### src/rtl/page_load_buffer.sv
module page_load_buffer #(
  parameter int ADDR_W      = 15,
  parameter int DATA_W      = 8,
  parameter int OFFS_W      = 6,
  parameter int LOAD_WINDOW = 18750,
  parameter int PROG_CYCLES = 1250000,
  parameter int WAKE_CYCLES = 1250000
) (
  input  logic                                clk,
  input  logic                                rst_n,
  input  logic                                wr_en,
  input  logic                                chip_en,
  input  logic                                out_en,
  input  logic                                unlock_grant,
  input  logic [ADDR_W-1:0]                   wr_addr,
  input  logic [DATA_W-1:0]                   wr_data,
  output logic                                busy,
  output logic                                page_err,
  output logic                                prog_done,
  output logic                                commit_stb,
  output logic [ADDR_W-OFFS_W-1:0]            commit_page,
  output logic [(1<<OFFS_W)*DATA_W-1:0]       commit_data,
  output logic [(1<<OFFS_W)-1:0]              commit_mask
);
  localparam int BYTES  = 1 << OFFS_W;
  localparam int PAGE_W = ADDR_W - OFFS_W;
  localparam int MAX_A  = (WAKE_CYCLES > PROG_CYCLES) ? WAKE_CYCLES : PROG_CYCLES;
  localparam int MAX_C  = (MAX_A > LOAD_WINDOW) ? MAX_A : LOAD_WINDOW;
  localparam int CNT_W  = $clog2(MAX_C + 1);
  localparam logic [CNT_W-1:0] WAKE_END = CNT_W'(WAKE_CYCLES - 1);
  localparam logic [CNT_W-1:0] LOAD_END = CNT_W'(LOAD_WINDOW - 1);
  localparam logic [CNT_W-1:0] PROG_END = CNT_W'(PROG_CYCLES - 1);

  typedef enum logic [1:0] {S_WAKE, S_IDLE, S_LOAD, S_PROG} state_t;

  state_t                   state;
  logic [CNT_W-1:0]         cnt;
  logic [PAGE_W-1:0]        page_q;
  logic [BYTES-1:0]         mask_q;
  logic [BYTES*DATA_W-1:0]  buf_q;
  logic                     err_q;

  logic              wr_ok, take_first, take_next, stray, take;
  logic [PAGE_W-1:0] in_page;
  logic [OFFS_W-1:0] in_offs;

  assign wr_ok      = wr_en && chip_en && !out_en;
  assign in_page    = wr_addr[ADDR_W-1:OFFS_W];
  assign in_offs    = wr_addr[OFFS_W-1:0];
  assign take_first = (state == S_IDLE) && wr_ok && unlock_grant;
  assign take_next  = (state == S_LOAD) && wr_ok && (in_page == page_q);
  assign stray      = (state == S_LOAD) && wr_ok && (in_page != page_q);
  assign take       = take_first || take_next;

  always_ff @(posedge clk or negedge rst_n) begin
    if (!rst_n) begin
      state  <= S_WAKE;
      cnt    <= '0;
      page_q <= '0;
      mask_q <= '0;
      err_q  <= 1'b0;
    end else begin
      if (stray) err_q <= 1'b1;
      case (state)
        S_WAKE: begin
          if (cnt == WAKE_END) begin
            state <= S_IDLE;
            cnt   <= '0;
          end else cnt <= cnt + 1'b1;
        end
        S_IDLE: begin
          if (wr_ok) begin
            cnt <= '0;
            if (unlock_grant) begin
              state  <= S_LOAD;
              page_q <= in_page;
            end else state <= S_PROG;
          end
        end
        S_LOAD: begin
          if (take_next) cnt <= '0;
          else if (cnt == LOAD_END) begin
            state <= S_PROG;
            cnt   <= '0;
          end else cnt <= cnt + 1'b1;
        end
        default: begin
          if (cnt == PROG_END) begin
            state  <= S_IDLE;
            cnt    <= '0;
            mask_q <= '0;
            page_q <= '0;
          end else cnt <= cnt + 1'b1;
        end
      endcase
      if (take) mask_q[in_offs] <= 1'b1;
    end
  end

  always_ff @(posedge clk) begin
    for (int i = 0; i < BYTES; i++)
      if (take && in_offs == OFFS_W'(i))
        buf_q[i*DATA_W +: DATA_W] <= wr_data;
  end

  assign busy        = (state == S_WAKE) || (state == S_PROG);
  assign prog_done   = (state == S_PROG) && (cnt == PROG_END);
  assign commit_stb  = prog_done && (|mask_q);
  assign commit_page = page_q;
  assign commit_data = buf_q;
  assign commit_mask = mask_q;
  assign page_err    = err_q;
endmodule

### config.mk
export PLATFORM = sky130hd
export DESIGN_NAME = page_load_buffer
export DESIGN_NICKNAME = d
export VERILOG_FILES = /design/src/rtl/page_load_buffer.sv
export SDC_FILE = /design/constraint.sdc
export NUM_CORES = 1
export LEC_CHECK = 0
export ABC_AREA = 1
export BUFFER_PORTS_ARGS = -buffer_cell sky130_fd_sc_hd__buf_2
export CAP_MARGIN = 10
export CORE_AREA = 4 4 240 242
export DETAILED_ROUTE_END_ITERATION = 7
export DIE_AREA = 0 0 244 246
export GPL_TIMING_DRIVEN = 1
export PLACE_DENSITY = 0.67
export SLEW_MARGIN = 40
export SYNTH_ARGS = -nofsm -noshare
export SYNTH_HDL_FRONTEND = slang
export SYNTH_SLANG_ARGS = --single-unit
export TNS_END_PERCENT = 50
### constraint.sdc
create_clock -name clk -period 2.37 [get_ports clk]
set_input_delay 0.237 -clock clk [delete_from_list [all_inputs] [get_ports clk]]
set_output_delay 0.237 -clock clk [all_outputs]
set_load 0.02 [all_outputs]
# --- Word-level counts from Yosys, hierarchy flattened ---
# Cells that the tools add are included.
word_totals:
  out_inout_bits: 589
  wordCells: 254
  regBits: 609
classes:
  muxes: 20
  n_eq_ne: 74
  magnitude_cmp: 2
  bitwise_logic: 2
  addsub: 1
  reduce_logical: 86
ops:
  columns: ["op", "n"]
  rows:
  - ["== test 6 bit (second input constant)", 32]
  - ["two-way mux 64 bit", 3]
  - ["== test 6 x 5 -> 1 bit (second input constant)", 16]
  - ["two-way mux 21 bit", 4]
  - ["logical AND 1 bit", 74]
  - ["bitwise OR 64 bit", 1]
  - ["OR reduction 64 bit", 1]
  - ["== test 6 x 4 -> 1 bit (second input constant)", 8]
  - ["one-hot mux 21 bit (2 select lines)", 1]
  - ["two-way mux 9 bit", 3]
  - ["== test 6 x 3 -> 1 bit (second input constant)", 4]
  - ["adder 21 x 1 -> 21 bit (second input constant)", 1]
  - ["== test 21 x 15 -> 1 bit (second input constant)", 1]
  - ["== test 21 bit (second input constant)", 1]
  - ["one-hot mux 9 bit (2 select lines)", 1]
  - ["== test 6 x 2 -> 1 bit (second input constant)", 2]
  - ["== test 9 bit", 1]
  - ["!= test 9 bit", 1]
  - ["two-way mux 2 bit", 4]
  - ["AND reduction 4 bit", 2]
  - ["less-than comparator 6 x 7 -> 1 bit (second input constant)", 1]
  - ["demux 1 bit (select 6 bit)", 1]
  - ["== test 6 x 1 -> 1 bit (second input constant)", 1]
  - [">= comparator 6 x 1 -> 1 bit (second input constant)", 1]
  - ["15 further kinds", 20]

# --- Longest topological paths before layout ---
# Gate-level depths: netlist of run 1.
depth:
  depth_word: 6
  depth_mapped: 13

# --- Least setup slack after synthesis of run 1 ---
# OpenSTA, ideal clock, no wires.
synth_timing:
  kind: "register -> register"
  startpoint: "register page_q[7], in the netlist commit_page[7]"
  endpoint: "register buf_q[272], in the netlist commit_data[272], enable pin"
  arrival_ns: 1.739
  setup_slack_ns: 0.261
  path_stages_with_launch: 12
  n_path_buf: 1
  setup_ns: 0.370
  path_cell_list: "dfrtp_1 -> inv_1 -> nand2_1 -> nand2_1 -> nor2_1 -> nand2_1 -> nor2_2 -> nand3_2 -> nand2_2 -> buf_6 -> nand2_2 -> nor2_1"
synth_via:
  elab_chain_cells: 4
synth_rtl:
  columns: ["element", "line", "source"]
  rows:
  - ["start: declaration", "38", "logic [PAGE_W-1:0] page_q;"]
  - ["start signal: assignment", "76", "page_q <= in_page;"]
  - ["== test 9 bit", "51", "assign take_next = (state == S_LOAD) && wr_ok && (in_page == page_q);"]
  - ["logical AND 1 bit", "51", null]
  - ["logical OR 1 bit", "53", "assign take = take_first || take_next;"]
  - ["logical AND 1 bit", "102", "if (take && in_offs == OFFS_W'(i))"]
  - ["end signal: indexed assignment", "103", "buf_q[i*DATA_W +: DATA_W] <= wr_data;"]
  - ["end: declaration", "40", "logic [BYTES*DATA_W-1:0] buf_q;"]
# Every way passes these cells.
# A chain may end at the register's enable or synchronous reset.

# --- Worst setup path in the final report of run 1 ---
layout_timing:
  startpoint: "register cnt[0]"
  endpoint: "output port commit_stb"
layout_via:
  elab_chain_cells: 3
layout_rtl:
  columns: ["element", "line", "source"]
  rows:
  - ["start: declaration", "37", "logic [CNT_W-1:0] cnt;"]
  - ["start signal: assignment", "69", "end else cnt <= cnt + 1'b1;"]
  - ["start signal: assignment", "85", "end else cnt <= cnt + 1'b1;"]
  - ["start signal: assignment", "93", "end else cnt <= cnt + 1'b1;"]
  - ["== test 21 bit", "107", "assign prog_done = (state == S_PROG) && (cnt == PROG_END);"]
  - ["logical AND 1 bit", "107", null]
  - ["logical AND 1 bit", "108", "assign commit_stb = prog_done && (|mask_q);"]
  - ["end: declaration", "20", "output logic commit_stb,"]
# Every way passes these cells.

==> flow_metrics.env, run 1 <==
export IMPL_multi_input_area_sq_um=2576
export IMPL_min_period_over_period=0.9592
export IMPL_cp_max_fo=3
export IMPL_dp_cells=2680
export IMPL_rows=86
export IMPL_via_per_inst=4.782
export IMPL_yosysSeqAreaShare=0.8567
export IMPL_arrival_ns=2.04
export IMPL_worst_path_buf_inv=1
export IMPL_cts_buffer_depth=3
export IMPL_synth_seq_cells=609
export IMPL_n_antenna_cell=0
export IMPL_regArea_sq_um=17800
export IMPL_finalPower_mw=22.07
export IMPL_gr_usage_all_layers=0.2164
export IMPL_via_count=13460
export IMPL_ir_drop_mv=0.6434
export IMPL_synth_ff_type="edfxtp_1"
export IMPL_synth_edf_count=512
export IMPL_syn_inst=1256
export IMPL_clock_latency_ns=0.60
export IMPL_synth_top_area_share=0.7399
export IMPL_grt_pass1_wl_mm=95.13
export IMPL_cts_tree="done"
export IMPL_cts_root_buf="clkbuf_16"
export IMPL_crit_family="simple AND/OR/NAND/NOR gates"
export IMPL_post_route_util=0.5052
export IMPL_slew_viol_final=0
export IMPL_start_kind="flip-flop"
export IMPL_slowest_stage="dfrtp_1"
export IMPL_worstPathRequired_ns=2.13
export IMPL_drive_gt1_frac=0.4127
export IMPL_fill_cells=4649
export IMPL_antenna_left=0
export IMPL_synth_nets=1291
export IMPL_hp_class="in2reg"
export IMPL_power_density_nw_per_um2=792.9
export IMPL_wl_per_cell_microns=23.81
export IMPL_path_cells="ha_2 -> nand2_2 -> nor2_4 -> nand4_4 -> nor2_4 -> nand3_2 -> a21oi_2 -> buf_6"
export IMPL_yosys_top_cells_area="edfxtp_1 74%, dfrtp_1 12%, nand2_1 3.5%, nand3_1 2.0%, nor2_1 2.0%"
export IMPL_grt_max_degree=72
export IMPL_synth_cell_area_sq_um=20780
export IMPL_drc=0
export IMPL_hold_ws_ns=0.06883
export IMPL_async_reset_ff_frac=0.1593
export IMPL_finalHoldViolCount=0
export IMPL_tns_ns=0
export IMPL_maxSlewHeadroom=0.5236
export IMPL_placed_area_sq_um=25430
export IMPL_end_kind="primary output"
export IMPL_status="completed"
export IMPL_first_iter_violations=966
export IMPL_pre_cts_ws_ns=-0.08458
export IMPL_antenna_found_initial=3
export IMPL_tightest_slew_ns=0.7145
export IMPL_gp_congestion=0.8565
export IMPL_area_growth_pct=33.93
export IMPL_drt_wl_total_mm=67.02
export IMPL_yosysTopAreaCell="edfxtp_1"
export IMPL_io_buffers=617
export IMPL_syn_area_per_cell_sq_um=16.54
export IMPL_dp_hpwl_mm=46.87
export IMPL_cts_sinks=609
export IMPL_htree_levels=3
export IMPL_timing_final_ws_setup_ns=0.09681
export IMPL_numCtsBuffers=66
export IMPL_core_area_sq_um=55090
export IMPL_io_pins=618
export IMPL_max_cap_viol_count=0
export IMPL_ys_warn_count=0
export IMPL_fp_dieH_microns=246
export IMPL_clock_skew_ns=0.01681
export IMPL_overflow=0
export IMPL_path_common_cell="nor2_4"
export IMPL_leakagePower_nw=11.24
export IMPL_die_width_microns=244
export IMPL_cp_slowest_stage_delay_ns=0.35
export IMPL_dr_pass1_iters=5
export IMPL_synth_cell_types=36
export IMPL_die_area_sq_um=60020
export IMPL_fmax_mhz=439.9
export IMPL_final_cell_area_sq_um=27830
export IMPL_period_minus_slack_ns=2.273
export IMPL_final_net_count=2050
export IMPL_layout_cells_non_filler=2815
export IMPL_initial_core_util=0.3772
export IMPL_setup_worst_path_class="reg2out"
export IMPL_grt_pass1_vias=13630
export IMPL_setup_viol=0
export IMPL_clkTransAtPathRegs_ns=0.06
-- cell families (layout without fill, tap and decap cells) --
| logic type | Yosys count | after routing | share of synthesized area |
|---|---|---|---|
| buffers and inverters | 126 | 937 | 0.02523 |
| xor gates and xnor gates | 18 | 18 | 0.007587 |
| and+or+nand+nor | 435 | 435 | 0.09110 |
| DFF | 609 | 609 | 0.8567 |
| AOI/OAI and AO/OA | 62 | 62 | 0.01578 |
| adders and majority gates | 6 | 6 | 0.003613 |
-- final cells by class --
cell class | count | share of cell area
inverters | 99 | 0.01335
multi-input cells | 521 | 0.09257
clock inverters | 41 | 0.01529
clock buffers | 79 | 0.06146
repair buffers | 718 | 0.1440
well taps | 748 | 0.03363
flip-flops and latches | 609 | 0.6397
-- cell usage in the layout, fill, tap and decap left out, types with 2 or more instances in the layout --
cell and instances:
nor4_1 6, inv_1 93, inv_2 5, buf_2 615, xnor2_1 7, clkbuf_16 66, xor2_1 11, dlygate4sd3_1 10
clkinv_1 12, nor3_1 3, dfrtp_1 97, o22ai_1 3, clkbuf_1 12, buf_4 81, nor2_2 12, o21bai_1 2
edfxtp_1 512, inv_6 3, o21ai_0 24, clkinv_8 2, o21ai_1 27, clkinv_2 11, bufinv_16 5, nand3_1 83
buf_12 10, nor2_1 98, ha_1 5, nand2_1 193, nand2_2 9, a21oi_1 2, nor2_4 5, inv_16 2
clkinvlp_4 4, nor3_2 2, nand3_2 4, nand4_1 9, nor4_2 3, buf_6 2, or2_2 2
-- power by group --
part	leakage (nW)	switching [mW]	internal (mW)
Combinational	4.64	0.346	0.0937
Sequential	5.56	0.000361	11.6
Clock	1.03	4.21	5.80
Total	11.2	4.56	17.5
-- registers in the layout (all words and copies together) (netlist names) --
| signal | flops |
|---|---|
| commit_data | 512 |
| commit_mask | 64 |
| cnt | 21 |
| commit_page | 9 |
| state | 2 |
| page_err | 1 |
-- synthesized netlist by cell type, types with 10 or more instances --
cell type    n
edfxtp_1   512
nor4_1      10
clkbuf_1    13
xor2_1      11
nand3_1     85
dfrtp_1     97
nand2_2     10
nor2_1     108
inv_1       93
o21ai_0     24
nand2_1    193
o21ai_1     27
-- layer usage --
metal	GRT usage	share of wire	wire [microns]	vias up
met5	0	0.00051	34	-
met4	0.09755	0.045	3015	6
met3	0.06650	0.086	5774	142
met2	0.3668	0.50	33320	645
met1	0.2552	0.37	24870	6697
li1	-	-	-	5970
-- worst reg2reg max path: stages, from the launching register on --
cell	delay, ns
dfrtp_1	0.38
inv_1	0.09
ha_1	0.20
inv_1	0.08
nor2_1	0.17
nand3_2	0.16
nand2_8	0.15
buf_12	0.14
inv_2	0.14
nor2_2	0.22
buf_4	0.21
-- repair_timing --
item | CTS | global route
hold endpoints to repair | 74 | 0
hold buffers | 10 | 0
pin swaps | 2 | 2
setup buffers | 2 | 3
resized for setup | 15 | 14
endpoints found under the setup margin | 49 | 425
-- final timing paths --
check                                startpoint                         end  cells past startpoint  slack, ns
setup / recovery             cnt[0]$_DFFE_PN0N_                  commit_stb                      8        0.1
hold / removal                       wr_data[0]  commit_data[400]$_DFFE_PP_                      1       0.07
setup reg to reg           state[0]$_DFFE_PN0P_  commit_data[396]$_DFFE_PP_                     10       0.12
hold reg to reg            page_err$_DFFE_PN0P_        page_err$_DFFE_PN0P_                      1       0.47
max in group asynchronous                 rst_n   commit_mask[40]$_DFF_PN0_                      3       1.52
min in group asynchronous                 rst_n    commit_mask[4]$_DFF_PN0_                      2       0.10
Power figures use the tool's default switching activity.
==> run 2, diff against run 1 <==
--- a/config.mk
+++ b/config.mk
@@ -12,6 +12,7 @@
 export DETAILED_ROUTE_END_ITERATION = 7
 export DIE_AREA = 0 0 244 246
 export GPL_TIMING_DRIVEN = 1
+export MAX_ROUTING_LAYER = met4
 export PLACE_DENSITY = 0.67
 export SLEW_MARGIN = 40
 export SYNTH_ARGS = -nofsm -noshare
==> run 2 against run 1 <==
Net effect: sequential power is essentially flat; power is essentially flat; non-clock buffer count is the same; flip-flop and latch count is the same; sequential share of layout area is essentially flat; worst hold slack gained 0.0024 ns; utilization is essentially flat; clock-buffer cell count is the same; first-iteration DRC count shrank 0.83%; largest cell class unchanged; largest power group unchanged.
==> flow_metrics.env, run 2 (same netlist as run 1, synthesis figures left out) <==
export IMPL_status="completed"
export IMPL_finalHoldViolCount=0
export IMPL_grt_pass1_vias=13670
export IMPL_fmax_mhz=439.8
export IMPL_drc=0
export IMPL_antenna_found_initial=1
export IMPL_grt_max_degree=72
export IMPL_regArea_sq_um=17800
export IMPL_cts_tree="done"
export IMPL_dp_cells=2680
export IMPL_io_pins=618
export IMPL_path_common_cell="nor2_4"
export IMPL_antenna_left=0
export IMPL_grt_pass1_wl_mm=95.01
export IMPL_path_cells="ha_2 -> nand2_2 -> nor2_4 -> nand4_4 -> nor2_4 -> nand3_2 -> a21oi_2 -> buf_6"
export IMPL_io_buffers=617
export IMPL_setup_viol=0
export IMPL_end_kind="primary output"
export IMPL_slowest_stage="dfrtp_1"
export IMPL_via_per_inst=4.777
export IMPL_power_density_nw_per_um2=793.3
export IMPL_final_cell_area_sq_um=27840
export IMPL_critPathLaunch="cnt[0]$_DFFE_PN0N_"
export IMPL_largest_register_ff_count=512
export IMPL_slew_viol_final=0
export IMPL_cts_buffer_depth=3
export IMPL_cp_slowest_stage_delay_ns=0.36
export IMPL_final_common_cell="buf_2"
export IMPL_core_area_sq_um=55090
export IMPL_placed_area_sq_um=25430
export IMPL_r2r_cells=10
export IMPL_clkTransAtPathRegs_ns=0.06
export IMPL_rows=86
export IMPL_ir_drop_mv=0.6454
export IMPL_multi_input_area_sq_um=2581
export IMPL_htree_levels=3
export IMPL_die_area_sq_um=60020
export IMPL_dr_pass1_iters=5
export IMPL_cts_root_buf="clkbuf_16"
export IMPL_maxSlewHeadroom=0.5334
export IMPL_whs_path_depth=1
export IMPL_start_kind="flip-flop"
export IMPL_overflow=0
export IMPL_hp_class="in2reg"
export IMPL_clock_latency_ns=0.60
export IMPL_drt_wl_total_mm=66.95
export IMPL_reg2reg_slack_ns=0.16
export IMPL_via_count=13450
export IMPL_cp_max_fo=3
export IMPL_wl_per_cell_microns=23.77
export IMPL_finalPower_mw=22.08
export IMPL_most_common_layout_cells="615 x buf_2, 512 x edfxtp_1, 193 x nand2_1"
export IMPL_first_iter_violations=958
export IMPL_numCtsBuffers=66
export IMPL_initial_core_util=0.3772
export IMPL_hold_ws_ns=0.07120
export IMPL_max_cap_viol_count=0
export IMPL_gp_congestion=0.8702
export IMPL_tightest_slew_ns=0.6999
export IMPL_dp_hpwl_mm=46.87
export IMPL_drive_gt1_frac=0.4127
export IMPL_fill_cells=4644
export IMPL_die_width_microns=244
export IMPL_min_delay_worst_endpoint="commit_data[400]$_DFFE_PP_"
export IMPL_worstPathRequired_ns=2.13
export IMPL_clock_skew_ns=0.01611
export IMPL_timing_rr_end="commit_data[191]$_DFFE_PP_"
export IMPL_worstReg2RegStart="state[0]$_DFFE_PN0P_"
export IMPL_final_net_count=2050
export IMPL_arrival_ns=2.04
export IMPL_min_period_over_period=0.9595
export IMPL_setup_worst_path_class="reg2out"
export IMPL_leakagePower_nw=11.24
export IMPL_fp_dieH_microns=246
export IMPL_area_growth_pct=33.97
export IMPL_layout_cells_non_filler=2816
export IMPL_cts_sinks=609
export IMPL_period_minus_slack_ns=2.274
export IMPL_min_from="wr_data[0]"
export IMPL_gr_usage_all_layers=0.2227
run 2: report_power, final:
part / total (mW) / internal [mW] / switching (mW)
registers: 11.6 / 11.6 / 0.000334
clock network: 10.0 / 5.80 / 4.23
logic: 0.439 / 0.0937 / 0.345
run 2: what timing repair did:
| action | 4_1_cts | 5_1_grt |
|---|---|---|
| endpoints found under the setup margin | 49 | 422 |
| resized for setup | 15 | 15 |
| pin swaps | 2 | 2 |
| hold buffers | 10 | 0 |
| buffers inserted | 2 | 3 |
| endpoints found under the hold margin | 74 | 0 |
run 2: how the worst max path moves through the flow:
stage,to,slack [ns],cells after the start
floorplan,commit_data[272]$_DFFE_PP_,0.26,11
global placement,commit_data[7]$_DFFE_PP_,-0.04,10
detailed placement,commit_data[6]$_DFFE_PP_,-0.08,10
CTS,commit_stb,0.008,7
global route,commit_data[186]$_DFFE_PP_,-0.003,10
finish,commit_stb,0.1,8
run 2: critical path, delay by kind of cell, from the launching register on:
| family | cells | cell delay, ns |
|---|---|---|
| AO/OA/AOI/OAI | 1 | 0.18 |
| adder cells (fa/ha/maj) | 1 | 0.21 |
| buffers and inverters | 1 | 0.14 |
| flip-flops | 1 | 0.36 |
| AND/OR/NAND/NOR | 5 | 0.56 |
run 2: layout make-up:
class,count,area share
Sequential cell,609,0.6395
Timing Repair Buffer,718,0.1440
Multi-Input combinational cell,521,0.09272
Clock buffer,79,0.06144
Tap cell,748,0.03362
Clock inverter,41,0.01528
Inverter,99,0.01335
Antenna cell,1,0.00008989
run 2: stage by stage:
stage,worst slack (ns),util,setup TNS [ns]
6_report,0.09598,0.5053,0
5_1_grt,-0.003387,0.5053,-0.01233
4_1_cts,0.007706,0.5037,0
3_5_place_dp,-0.08458,0.4615,-1.871
3_3_place_gp,-0.03966,0.4615,-0.4796
2_1_floorplan,0.2612,-,0
run 2: per-layer routing:
metal  vias to the layer above  routed length, microns  GRT usage
met2                       680                   33190     0.3668
li1                       5970                       -          -
met4                         0                    2960    0.09806
met3                       138                    5558    0.06019
met1                      6665                   25240     0.2588
met5                         -                       0          -
==> run 3, diff against run 2 <==
--- a/config.mk
+++ b/config.mk
@@ -8,12 +8,14 @@
 export ABC_AREA = 1
 export BUFFER_PORTS_ARGS = -buffer_cell sky130_fd_sc_hd__buf_2
 export CAP_MARGIN = 10
-export CORE_AREA = 4 4 240 242
+export CELL_PAD_IN_SITES_DETAIL_PLACEMENT = 0
+export CELL_PAD_IN_SITES_GLOBAL_PLACEMENT = 2
+export CORE_AREA = 4 4 297 211
 export DETAILED_ROUTE_END_ITERATION = 7
-export DIE_AREA = 0 0 244 246
+export DIE_AREA = 0 0 301 215
 export GPL_TIMING_DRIVEN = 1
 export MAX_ROUTING_LAYER = met4
-export PLACE_DENSITY = 0.67
+export PLACE_DENSITY = 0.84
 export SLEW_MARGIN = 40
 export SYNTH_ARGS = -nofsm -noshare
 export SYNTH_HDL_FRONTEND = slang
==> run 3 against run 2 <==
Net effect: utilization decreased by 3.9 points; cell count up 2.3%; routed wire length rose by 9.7%; fmax decreased by 1.3%; clock-buffer cell count shrank 10; register-to-register slack about the same.
==> flow_metrics.env, run 3 (same netlist as run 1, synthesis figures left out) <==
export IMPL_ir_drop_mv=0.7660
export IMPL_placed_area_sq_um=25510
export IMPL_grt_pass1_wl_mm=103.1
export IMPL_area_growth_pct=34.04
export IMPL_drc=0
export IMPL_die_width_microns=301
export IMPL_setup_viol=0
export IMPL_numCtsBuffers=58
export IMPL_maxSlewHeadroom=0.5166
export IMPL_post_route_util=0.4667
export IMPL_dp_hpwl_mm=51.65
export IMPL_overflow=0
export IMPL_dr_pass1_iters=5
export IMPL_largest_register_ff_count=512
export IMPL_antenna_left=0
export IMPL_end_kind="primary output"
export IMPL_top_layer="met4"
export IMPL_gp_congestion=0.8933
export IMPL_rsz0062_at_grt="yes"
export IMPL_min_period_over_period=0.9720
export IMPL_wl_per_cell_microns=25.50
export IMPL_io_buffers=617
export IMPL_drt_wl_total_mm=73.45
export IMPL_arrival_ns=2.07
export IMPL_hp_class="in2reg"
export IMPL_max_cap_viol_count=0
export IMPL_path_cells="ha_4 -> nand2_4 -> nor2_4 -> nand4_4 -> nor2_4 -> nand3_2 -> a21oi_2 -> buf_6"
export IMPL_gr_usage_all_layers=0.2276
export IMPL_cts_sinks=609
export IMPL_cp_max_fo=3
export IMPL_rows=75
export IMPL_via_per_inst=4.725
export IMPL_final_cell_area_sq_um=27850
export IMPL_cts_root_buf="clkbuf_16"
export IMPL_clock_skew_ns=0.03522
export IMPL_htree_levels=2
export IMPL_status="completed"
export IMPL_fp_dieH_microns=215
export IMPL_first_iter_violations=1203
export IMPL_power_density_nw_per_um2=788.3
export IMPL_path_common_cell="nor2_4"
export IMPL_initial_core_util=0.3482
export IMPL_core_area_sq_um=59680
export IMPL_cts_tree="done"
export IMPL_cts_buffer_depth=3
export IMPL_via_count=13610
export IMPL_grt_max_degree=98
export IMPL_finalPower_mw=21.96
export IMPL_drive_gt1_frac=0.4168
export IMPL_final_net_count=2053
export IMPL_grt_pass1_vias=13680
export IMPL_cp_slowest_stage_delay_ns=0.40
export IMPL_wl_met3_mm=6.404
export IMPL_io_pins=618
export IMPL_setup_worst_path_class="reg2out"
export IMPL_tns_ns=0
export IMPL_clock_latency_ns=0.63
export IMPL_met2_length_mm=34.78
export IMPL_start_kind="flip-flop"
export IMPL_slowest_stage="dfrtp_1"
export IMPL_most_common_layout_cells="614 x buf_2, 512 x edfxtp_1, 193 x nand2_1"
export IMPL_die_area_sq_um=64720
export IMPL_tightest_slew_ns=0.7251
export IMPL_fmax_mhz=434.1
export IMPL_slew_viol_final=0
export IMPL_finalHoldViolCount=0
export IMPL_antenna_found_initial=8
export IMPL_worstPathRequired_ns=2.13
export IMPL_clkTransAtPathRegs_ns=0.06
export IMPL_pre_cts_ws_ns=-0.04397
export IMPL_final_common_cell="buf_2"
export IMPL_drt_met1_wl_mm=30.75
export IMPL_leakagePower_nw=11.18
export IMPL_timing_final_ws_setup_ns=0.06645
export IMPL_period_minus_slack_ns=2.304
-- run 3: cell types whose count changed in the layout (fill, tap and decap cells not counted), sizes merged --
cell / delta
clkinvlp: +3
inv: -3
diode: +3
dlygate4sd3: +3
bufinv: +5
clkbuf: -10
clkinv: -5
buf: +8
-- run 3: layer usage --
layer / up-vias / global-route usage
met4: 0 / 0.04997
met5: - / -
met2: 674 / 0.3600
li1: 5979 / -
met3: 92 / 0.05781
met1: 6864 / 0.2990
-- run 3: where the power goes --
| group | internal (mW) | switching (mW) |
|---|---|---|
| Sequential | 11.6 | 0.000314 |
| Combinational | 0.0960 | 0.368 |
| Clock | 5.69 | 4.19 |
-- run 3: path summary, 6_finish.rpt --
| kind | slack, ns | to | from | cells past startpoint |
|---|---|---|---|---|
| max | 0.07 | commit_stb | cnt[1]$_DFFE_PN0N_ | 8 |
| min | 0.06 | commit_mask[22]$_DFF_PN0_ | wr_addr[1] | 5 |
| max reg2reg | 0.17 | commit_data[72]$_DFFE_PP_ | state[0]$_DFFE_PN0P_ | 10 |
| min reg2reg | 0.46 | page_err$_DFFE_PN0P_ | page_err$_DFFE_PN0P_ | 1 |
| max in group asynchronous | 1.66 | commit_mask[24]$_DFF_PN0_ | rst_n | 3 |
| min in group asynchronous | 0.22 | commit_page[1]$_DFFE_PN0P_ | rst_n | 3 |
-- run 3: per-stage QoR --
step                cells  hold slack, ns
floorplan            1256        -0.05859
global placement     2747          0.3492
detailed placement   2747          0.3600
CTS                  2872         0.03643
global route         2880         0.07213
finish               2880         0.06481
-- run 3: area by class of cell --
| cell class | instances | area (sq um) |
|---|---|---|
| Clock buffer | 69 | 1503 |
| Timing Repair Buffer | 729 | 4060 |
| Multi-Input combinational cell | 521 | 2550 |
| Fill cell | 5296 | 31830 |
| Inverter | 99 | 375.4 |
| Antenna cell | 4 | 10.01 |
| Sequential cell | 609 | 17800 |
| Tap cell | 808 | 1011 |
| Clock inverter | 41 | 543.0 |
-- run 3: critical path, delay by kind of cell (launching register included) --
kind	cells	cell delay, ns
buffers and inverters	1	0.16
and+or+nand+nor	5	0.58
adders and majority gates	1	0.17
AOI/OAI and AO/OA	1	0.15
DFF	1	0.40
-- run 3: timing repair --
action	CTS	global route
hold buffers	13	0
buffers inserted	2	4
pin swaps	0	4
setup endpoints to repair	228	331
hold endpoints to repair	121	0
resized for setup	24	13
